`src/rtl/trap_pkg.sv`:
```
package trap_pkg;
    localparam int unsigned PC_W  = 32;
    localparam int unsigned SET_W = 4;

    typedef logic [PC_W-1:0]  pc_t;
    typedef logic [SET_W-1:0] set_t;

    typedef struct packed {
        logic erl;
        logic exl;
    } lvl_s;

    typedef struct packed {
        pc_t  err_pc;
        pc_t  exc_pc;
        pc_t  tgt;
        logic vld;
    } pcs_s;

    typedef struct packed {
        set_t cur;
        set_t prev;
    } sets_s;
endpackage

```
`src/rtl/trap_level.sv`:
```
module trap_level
    import trap_pkg::*;
(
    input  logic clk,
    input  logic rst_n,
    input  logic crit_req,
    input  logic gen_req,
    input  logic eret_cmd,
    output logic erl,
    output logic exl,
    output logic take_crit,
    output logic take_gen,
    output logic fresh_entry,
    output logic ret_err,
    output logic ret_exc
);
    lvl_s lvl_d, lvl_q;
    logic in_level;
    logic ret_any;

    always_comb begin
        in_level    = lvl_q.erl | lvl_q.exl;
        take_crit   = crit_req;
        take_gen    = gen_req & ~crit_req & ~in_level;
        fresh_entry = (crit_req | gen_req) & ~in_level;
        ret_any     = eret_cmd & ~take_crit & ~take_gen & in_level;
        ret_err     = ret_any & lvl_q.erl;
        ret_exc     = ret_any & ~lvl_q.erl;

        lvl_d = lvl_q;
        if (take_crit)    lvl_d.erl = 1'b1;
        else if (ret_err) lvl_d.erl = 1'b0;
        if (take_gen)     lvl_d.exl = 1'b1;
        else if (ret_exc) lvl_d.exl = 1'b0;
    end

    always_ff @(posedge clk or negedge rst_n) begin
        if (!rst_n) lvl_q <= '0;
        else        lvl_q <= lvl_d;
    end

    assign erl = lvl_q.erl;
    assign exl = lvl_q.exl;

    p_crit_sets_erl_r2: assert property (@(posedge clk) disable iff (!rst_n)
        crit_req |=> lvl_q.erl);
    p_gen_sets_exl_r3: assert property (@(posedge clk) disable iff (!rst_n)
        (gen_req && !crit_req && !lvl_q.erl && !lvl_q.exl) |=> lvl_q.exl);
    p_err_ret_keeps_exl_r4: assert property (@(posedge clk) disable iff (!rst_n)
        (eret_cmd && lvl_q.erl && !crit_req) |=> (!lvl_q.erl && lvl_q.exl == $past(lvl_q.exl)));
    p_idle_ret_inert_r6: assert property (@(posedge clk) disable iff (!rst_n)
        (eret_cmd && !lvl_q.erl && !lvl_q.exl && !crit_req && !gen_req) |=> (!lvl_q.erl && !lvl_q.exl));
endmodule

```
`src/rtl/trap_pc_store.sv`:
```
module trap_pc_store
    import trap_pkg::*;
(
    input  logic clk,
    input  logic rst_n,
    input  logic take_crit,
    input  logic take_gen,
    input  logic ret_err,
    input  logic ret_exc,
    input  pc_t  fault_pc,
    input  logic err_pc_wr,
    input  logic exc_pc_wr,
    input  pc_t  pc_wdata,
    output pc_t  redir_pc,
    output logic redir_vld
);
    localparam pc_t EVEN_MASK = ~pc_t'(1);

    pcs_s pcs_d, pcs_q;

    always_comb begin
        pcs_d     = pcs_q;
        pcs_d.vld = ret_err | ret_exc;

        if (take_crit)      pcs_d.err_pc = fault_pc;
        else if (err_pc_wr) pcs_d.err_pc = pc_wdata;

        if (take_gen)       pcs_d.exc_pc = fault_pc;
        else if (exc_pc_wr) pcs_d.exc_pc = pc_wdata;

        if (ret_err)        pcs_d.tgt = pcs_q.err_pc & EVEN_MASK;
        else if (ret_exc)   pcs_d.tgt = pcs_q.exc_pc & EVEN_MASK;
    end

    always_ff @(posedge clk or negedge rst_n) begin
        if (!rst_n) pcs_q <= '0;
        else        pcs_q <= pcs_d;
    end

    assign redir_pc  = pcs_q.tgt;
    assign redir_vld = pcs_q.vld;

    p_redirect_even_r5: assert property (@(posedge clk) disable iff (!rst_n)
        redir_vld |-> (redir_pc[0] == 1'b0));
    p_epc_hold_r3: assert property (@(posedge clk) disable iff (!rst_n)
        (!take_gen && !exc_pc_wr) |=> $stable(pcs_q.exc_pc));
    p_target_hold_r7: assert property (@(posedge clk) disable iff (!rst_n)
        (!ret_err && !ret_exc) |=> ($stable(redir_pc) && !redir_vld));
endmodule

```
`src/rtl/trap_set_track.sv`:
```
module trap_set_track
    import trap_pkg::*;
(
    input  logic clk,
    input  logic rst_n,
    input  logic fresh_entry,
    input  logic shadow_dis,
    input  logic ret_any,
    input  logic set_wr,
    input  set_t set_wdata,
    output set_t cur_set,
    output set_t prev_set
);
    sets_s sets_d, sets_q;

    always_comb begin
        sets_d = sets_q;
        if (fresh_entry && !shadow_dis) sets_d.prev = sets_q.cur;
        if (ret_any)                    sets_d.cur  = sets_q.prev;
        else if (set_wr)                sets_d.cur  = set_wdata;
    end

    always_ff @(posedge clk or negedge rst_n) begin
        if (!rst_n) sets_q <= '0;
        else        sets_q <= sets_d;
    end

    assign cur_set  = sets_q.cur;
    assign prev_set = sets_q.prev;

    p_entry_keeps_cur_r8: assert property (@(posedge clk) disable iff (!rst_n)
        (fresh_entry && !set_wr) |=> $stable(sets_q.cur));
    p_ssd_keeps_prev_r8: assert property (@(posedge clk) disable iff (!rst_n)
        shadow_dis |=> $stable(sets_q.prev));
    p_restore_r9: assert property (@(posedge clk) disable iff (!rst_n)
        ret_any |=> (sets_q.cur == $past(sets_q.prev)));
endmodule

```
`src/rtl/trap_ctrl.sv`:
```
module trap_ctrl
    import trap_pkg::*;
(
    input  logic        clk,
    input  logic        rst_n,
    input  logic        crit_req,
    input  logic        gen_req,
    input  logic [31:0] fault_pc,
    input  logic        eret_cmd,
    input  logic        shadow_dis,
    input  logic        set_wr,
    input  logic [3:0]  set_wdata,
    input  logic        err_pc_wr,
    input  logic        exc_pc_wr,
    input  logic [31:0] pc_wdata,
    output logic [31:0] redir_pc,
    output logic        redir_vld,
    output logic        erl,
    output logic        exl,
    output logic [3:0]  cur_set,
    output logic [3:0]  prev_set
);
    logic take_crit, take_gen, fresh_entry, ret_err, ret_exc;

    trap_level u_level (
        .clk         (clk),
        .rst_n       (rst_n),
        .crit_req    (crit_req),
        .gen_req     (gen_req),
        .eret_cmd    (eret_cmd),
        .erl         (erl),
        .exl         (exl),
        .take_crit   (take_crit),
        .take_gen    (take_gen),
        .fresh_entry (fresh_entry),
        .ret_err     (ret_err),
        .ret_exc     (ret_exc)
    );

    trap_pc_store u_pcs (
        .clk       (clk),
        .rst_n     (rst_n),
        .take_crit (take_crit),
        .take_gen  (take_gen),
        .ret_err   (ret_err),
        .ret_exc   (ret_exc),
        .fault_pc  (fault_pc),
        .err_pc_wr (err_pc_wr),
        .exc_pc_wr (exc_pc_wr),
        .pc_wdata  (pc_wdata),
        .redir_pc  (redir_pc),
        .redir_vld (redir_vld)
    );

    trap_set_track u_sets (
        .clk         (clk),
        .rst_n       (rst_n),
        .fresh_entry (fresh_entry),
        .shadow_dis  (shadow_dis),
        .ret_any     (ret_err | ret_exc),
        .set_wr      (set_wr),
        .set_wdata   (set_wdata),
        .cur_set     (cur_set),
        .prev_set    (prev_set)
    );

    p_entry_blocks_ret_r11: assert property (@(posedge clk) disable iff (!rst_n)
        (eret_cmd && crit_req) |=> !redir_vld);
endmodule

```
`config.mk`:
```
export PLATFORM = sky130hd
export DESIGN_NAME = trap_ctrl
export DESIGN_NICKNAME = d
export VERILOG_FILES = /design/src/rtl/trap_pkg.sv /design/src/rtl/trap_level.sv /design/src/rtl/trap_pc_store.sv /design/src/rtl/trap_set_track.sv /design/src/rtl/trap_ctrl.sv
export SDC_FILE = /design/constraint.sdc
export NUM_CORES = 1
export LEC_CHECK = 0
export ABC_AREA = 1
export BUFFER_PORTS_ARGS = -buffer_cell sky130_fd_sc_hd__buf_4
export CAP_MARGIN = 20
export CORE_MARGIN = 8
export CORE_UTILIZATION = 55
export CTS_BUF_LIST = sky130_fd_sc_hd__clkbuf_8
export DETAILED_ROUTE_END_ITERATION = 10
export HOLD_SLACK_MARGIN = 0.05
export PLACE_DENSITY = 0.8
export REMOVE_ABC_BUFFERS = 1
export SYNTH_ARGS = -nofsm -noshare
export SYNTH_HDL_FRONTEND = slang
export SYNTH_HIERARCHICAL = 1
export SYNTH_SLANG_ARGS = --single-unit
export TNS_END_PERCENT = 10
```
`constraint.sdc`:
```
create_clock -name clk -period 3.75 [get_ports clk]
set_input_delay 0.5625 -clock clk [delete_from_list [all_inputs] [get_ports clk]]
set_output_delay 0.5625 -clock clk [all_outputs]
set_load 0.03 [all_outputs]
```
Word level (Yosys, flattened, before mapping)
Index checks and enable logic that the tools add are counted.

Multiplexer cells: 12. Bitwise logic cells: 15. Reduce and logical (&&, ||, !) cells: 8.

Operator list (count): 32-bit 2-to-1 mux (6); 2-bit nonzero test (6); 1-bit bitwise AND (8); 4-bit 2-to-1 mux (2); 1-bit 2-to-1 mux (4); 1-bit NOT (4); 1-bit OR (3); 1-bit logical AND (1); 1-bit zero test (1).

Register bits: 107. Word-level logic and storage cells: 43.

Logic depth before layout (Yosys ltp)
Word-level depth: 9. Mapped depth: 10.

Modules after synthesis
The synthesis kept the hierarchy.

By module, submodules not included: trap_pc_store (instances 1, cells an instance 733, area an instance 5076.1 um^2); trap_set_track (instances 1, cells an instance 49, area an instance 361.6 um^2); trap_level (instances 1, cells an instance 16, area an instance 118.9 um^2); trap_ctrl (instances 1, cells an instance 3, area an instance 11.3 um^2).

Worst setup path before layout
OpenSTA, ideal clock, no wires.

Path kind: flip-flop to flip-flop. Start: register u_level.lvl_q, in the netlist u_level/exl. End: register u_sets.sets_q, in the netlist u_sets/cur_set[0]. Setup time: 117 ps. Arrival time: 1635 ps. Slack: 1998 ps. Cell stages (with the launch flop): 10. Path buffers: 0. Clock period less this slack: 1752 ps. Cell sequence: dfrtp_1 inv_1 nor3_1 inv_1 nand2_1 inv_2 nand2_1 nand2_1 nand2_1 nand2_1.

Longest elaborated chain between the ends: 9. Elaborated cells between the ends (all ways): 11.

RTL lines: start, declared (RTL line trap_level.sv:17) `lvl_s lvl_d, lvl_q;`; start signal, assigned (RTL line trap_level.sv:39) `else lvl_q <= lvl_d;`; 1-bit OR * (RTL line trap_level.sv:22) `in_level = lvl_q.erl | lvl_q.exl;`; 1-bit NOT (RTL line trap_level.sv:24) `take_gen = gen_req & ~crit_req & ~in_level;`; 1-bit bitwise AND (RTL line trap_level.sv:24); 1-bit NOT (RTL line trap_level.sv:26) `ret_any = eret_cmd & ~take_crit & ~take_gen & in_level;`; 1-bit bitwise AND (RTL line trap_level.sv:26); 1-bit bitwise AND * (RTL line trap_level.sv:26); 1-bit bitwise AND * (RTL line trap_level.sv:28) `ret_exc = ret_any & ~lvl_q.erl;`; named net ret_exc (RTL line trap_ctrl.sv:23) `logic take_crit, take_gen, fresh_entry, ret_err, ret_exc;`; 1-bit OR * (RTL line trap_ctrl.sv:60) `.ret_any (ret_err | ret_exc),`; 4-bit 2-to-1 mux / 2-bit nonzero test (equally long branches); end signal, assigned (RTL line trap_set_track.sv:25) `else sets_q <= sets_d;`; end, declared (RTL line trap_set_track.sv:14) `sets_s sets_d, sets_q;`.

Mark *: on every way through the listed nets, which the timed path passes. The rest lies on a longest branch. A chain may end at the register's enable or synchronous reset.

Worst setup path in the final report
Start: register u_level.lvl_q, in the netlist u_level/erl. End: register u_pcs/pcs_q[46] in the netlist's numbering.

Longest elaborated chain between the ends: 4. Elaborated cells between the ends (all ways): 5.

RTL lines: 1-bit OR * (RTL line trap_level.sv:22); 1-bit NOT * (RTL line trap_level.sv:24); 1-bit bitwise AND * (RTL line trap_level.sv:24); named net take_gen (RTL line trap_ctrl.sv:23); 32-bit 2-to-1 mux / 2-bit nonzero test (equally long branches); end signal, assigned (RTL line trap_pc_store.sv:37) `else pcs_q <= pcs_d;`; end, declared (RTL line trap_pc_store.sv:19) `pcs_s pcs_d, pcs_q;`.

Marks and branches as above.

==> flow_results.xml <==
<?xml version="1.0" encoding="UTF-8"?>
<metrics>
  <group name="routing">
    <metric name="routed_wirelength" unit="um">14700</metric>
    <metric name="drt-vias-per-instance" unit="">4.998</metric>
    <metric name="detail_route.wl_per_cell" unit="um">14.73</metric>
    <metric name="post_route_drc_violation_count" unit="">0</metric>
    <metric name="route.vias.total" unit="">4988</metric>
    <metric name="initialDrtViolationCount" unit="">335</metric>
    <metric name="drt_pass1_iterations" unit="">5</metric>
    <metric name="antenna_left" unit="">0</metric>
  </group>
  <group name="synth">
    <metric name="synth_area_leaders" unit="">dfrtp_1 47%, nand2_1 40%, buf_4 6.2%</metric>
    <metric name="async_reset_ff_share" unit="%">100.0</metric>
    <metric name="synth.top_cells.by_count" unit="">593 x nand2_1, 104 x dfrtp_1, 46 x buf_4, 14 x buf_2, 12 x buf_6</metric>
    <metric name="synth_cell_types" unit="">17</metric>
    <metric name="synth-seq-cells" unit="">104</metric>
    <metric name="synth.cell_area" unit="um^2">5568</metric>
    <metric name="synth-main-ff-cell" unit="">dfrtp_1</metric>
    <metric name="ys.warnings.count" unit="">6</metric>
    <metric name="most_area_hungry_cell_type_in_the_yosys_netlist" unit="">dfrtp_1</metric>
    <metric name="postSynthCellCount" unit="">801</metric>
    <metric name="yosysMostFrequentCell" unit="">nand2_1</metric>
    <metric name="synth-edff-count" unit="">0</metric>
    <metric name="ys_seq_area_share" unit="%">46.74</metric>
    <metric name="synth_area_per_inst" unit="um^2">6.951</metric>
    <metric name="synth_top_cell_area_share" unit="%">46.74</metric>
  </group>
  <group name="setup_path">
    <metric name="end_kind" unit="">register</metric>
    <metric name="crit_fanout" unit="">32</metric>
    <metric name="ff2ff_setup_slack" unit="ns">1.23</metric>
    <metric name="worstSetupStartpointType" unit="">register</metric>
    <metric name="cp_data_arrival_time" unit="ns">2.81</metric>
    <metric name="path_class" unit="">reg -&gt; reg</metric>
    <metric name="cp_data_required_time" unit="ns">4.04</metric>
  </group>
  <group name="placed_design">
    <metric name="dp.cells" unit="">983</metric>
    <metric name="number_of_buffers_inserted_by_port_buffering" unit="">116</metric>
    <metric name="globalplace.congestion" unit="">0.8487</metric>
    <metric name="detailed_place_hpwl" unit="um">9263</metric>
    <metric name="postPlaceCellArea" unit="um^2">6100</metric>
  </group>
  <group name="min_path">
    <metric name="hold_path.class" unit="">in -&gt; async</metric>
  </group>
  <group name="power">
    <metric name="power_density" unit="nW/um^2">459.9</metric>
    <metric name="pwr-share-comb" unit="%">29.4</metric>
    <metric name="switching_share" unit="%">35.34</metric>
    <metric name="share_clk_of_total_power" unit="%">22.1</metric>
    <metric name="power_report.internal_total" unit="W">0.001865</metric>
    <metric name="power.ir.vdd_worst" unit="V">0.0002577</metric>
    <metric name="sequentialPowerShare" unit="%">48.5</metric>
    <metric name="cellLeakagePower" unit="nW">3.781</metric>
    <metric name="switching_power" unit="W">0.001019</metric>
  </group>
  <group name="cells_and_area">
    <metric name="layout.cell_area.non_filler" unit="um^2">6272</metric>
    <metric name="post_layout_nonfiller_instances" unit="">998</metric>
    <metric name="area_growth_syn_to_layout" unit="%">12.65</metric>
    <metric name="post-route-util" unit="%">63.88</metric>
    <metric name="design.final.nets" unit="">938</metric>
    <metric name="n_antenna_cell" unit="">0</metric>
    <metric name="share_of_layout_cells_above_drive_strength_1" unit="%">17.46</metric>
  </group>
  <group name="global_route">
    <metric name="antenna_found_initial" unit="">0</metric>
    <metric name="grt_pass1_wl" unit="um">23730</metric>
    <metric name="globalRouteOverflowTotal" unit="">0</metric>
    <metric name="first_global_vias" unit="">5015</metric>
    <metric name="maximum_number_of_pins_on_one_net_before_global_route_repair" unit="">69</metric>
    <metric name="gr-usage-all-layers" unit="%">22.17</metric>
  </group>
  <group name="timing">
    <metric name="fmaxAchievable" unit="MHz">396.3</metric>
    <metric name="total_count_of_hold_check_failures_in_the_final_report" unit="">0</metric>
    <metric name="final-max-slew-violation-count" unit="">0</metric>
    <metric name="timing.setup.tns" unit="ns">0</metric>
    <metric name="rsz0062_at_grt" unit="">no</metric>
    <metric name="post-route-period-util" unit="%">67.30</metric>
    <metric name="fin_crit" unit="ns">2.524</metric>
    <metric name="finalSetupViolCount" unit="">0</metric>
    <metric name="fin_skew" unit="ns">0.01140</metric>
    <metric name="slew_headroom" unit="%">40.17</metric>
    <metric name="finalHoldWorstSlack" unit="ns">0.3014</metric>
    <metric name="timing_worst_slew_pin_value" unit="ns">0.8964</metric>
  </group>
  <group name="clock_network">
    <metric name="cts_max_level" unit="">3</metric>
    <metric name="ctsHoldBuffers" unit="">0</metric>
    <metric name="clock-root-buffer" unit="">clkbuf_8</metric>
    <metric name="clock_sink_count" unit="">104</metric>
    <metric name="post_cts.repair.setup_buffers" unit="">0</metric>
    <metric name="cts-resized-gates" unit="">0</metric>
    <metric name="path_clk_slew" unit="ns">0.10</metric>
    <metric name="ctsLongestPathBuffers" unit="">2</metric>
    <metric name="cts_tree" unit="">done</metric>
    <metric name="worstSkewPairLatency" unit="ns">0.36</metric>
    <metric name="numCtsBuffers" unit="">9</metric>
  </group>
  <group name="job">
    <metric name="maxCapViolations" unit="">0</metric>
  </group>
  <group name="floorplanning">
    <metric name="die_area" unit="um^2">13600</metric>
    <metric name="placementRows" unit="">36</metric>
    <metric name="dieHeight" unit="um">116.6</metric>
    <metric name="initial_utilization" unit="%">56.70</metric>
    <metric name="io-pin-count" unit="">120</metric>
    <metric name="core-area" unit="um^2">9819</metric>
    <metric name="die-width" unit="um">116.6</metric>
  </group>
  <group name="status">
    <metric name="status" unit="">complete, no violations</metric>
  </group>
</metrics>
power groups by stage:
stage | Clock, W | Combinational (W) | Sequential, W
floorplan | 0 | 0.000288 | 0.00160
global placement | 0 | 0.000834 | 0.00141
detailed placement | 0 | 0.000849 | 0.00142
CTS | 0.000647 | 0.000852 | 0.00140
global route | 0.000691 | 0.000928 | 0.00142
finish | 0.000638 | 0.000848 | 0.00140
path summary, 6_finish.rpt:
check / startpoint / end / cells after the start
worst max-delay path: u_level/erl / u_pcs/pcs_q[46] / 7
worst min-delay path: rst_n / u_pcs/redir_pc[24] / 1
worst max register to register: u_level/erl / u_pcs/pcs_q[46] / 7
worst min register to register: u_pcs/redir_pc[12] / u_pcs/redir_pc[12] / 2
max in group asynchronous: rst_n / u_pcs/pcs_q[90] / 2
min in group clk: eret_cmd / u_level/erl / 2
layer usage:
layer	routed length [um]	global-route usage, %	vias up
li1	-	-	2453
met5	0	0	-
met2	6917	37.71	213
met1	6218	28.04	2308
met4	191	5.973	0
met3	1374	4.654	14
worst max-delay path, cell delays in order, from the launching register on:
cell,delay (ns)
dfrtp_1,0.45
inv_2,0.12
nand4_1,0.13
inv_1,0.68
nor2_8,0.26
inv_2,0.56
nand2_1,0.15
nand2_1,0.09
sequential cells by signal, summed over array words and instances (netlist names):
register and flops:
u_pcs/redir_vld 1, u_level/exl 1, u_sets/cur_set 4, u_pcs/redir_pc 31, u_level/erl 1, u_pcs/pcs_q 62, u_sets/prev_set 4
cells by family after synthesis:
logic type / count (synthesis) / share of synthesized area (%)
AND/OR/NAND/NOR: 607 / 42.07
flip-flops: 104 / 46.74
buffers and inverters: 87 / 10.90
AO/OA/AOI/OAI: 2 / 0.2247
other: 1 / 0.06735
metrics by stage:
stage | total power (W) | setup slack, ns
after detailed placement | 0.002268 | 1.038
after global placement | 0.002243 | 1.115
after floorplan | 0.001889 | 0.9570
after global routing | 0.003040 | 1.054
final | 0.002885 | 1.226
after CTS | 0.002897 | 1.251
layout make-up:
class                           count  area, um^2
Tap cell                          133       166.4
Clock inverter                      4       21.27
Timing Repair Buffer              121       908.4
Clock buffer                       11       151.4
Sequential cell                   104        2603
Multi-Input combinational cell    610        2366
Fill cell                         903        3547
Inverter                           15       56.30
placed cells by master (no fill, tap or decap), types with 2 or more instances in the layout:
cell type  synthesis  routed
nor3_1             2       2
nand2_1          593     593
inv_1              5       6
dfrtp_1          104     104
nor2_8             3       3
inv_2             10      10
clkbuf_8           0      11
buf_4             46     121
nand3_1            4       4
clkinv_2           0       2
(Power assumes the default switching activity.)
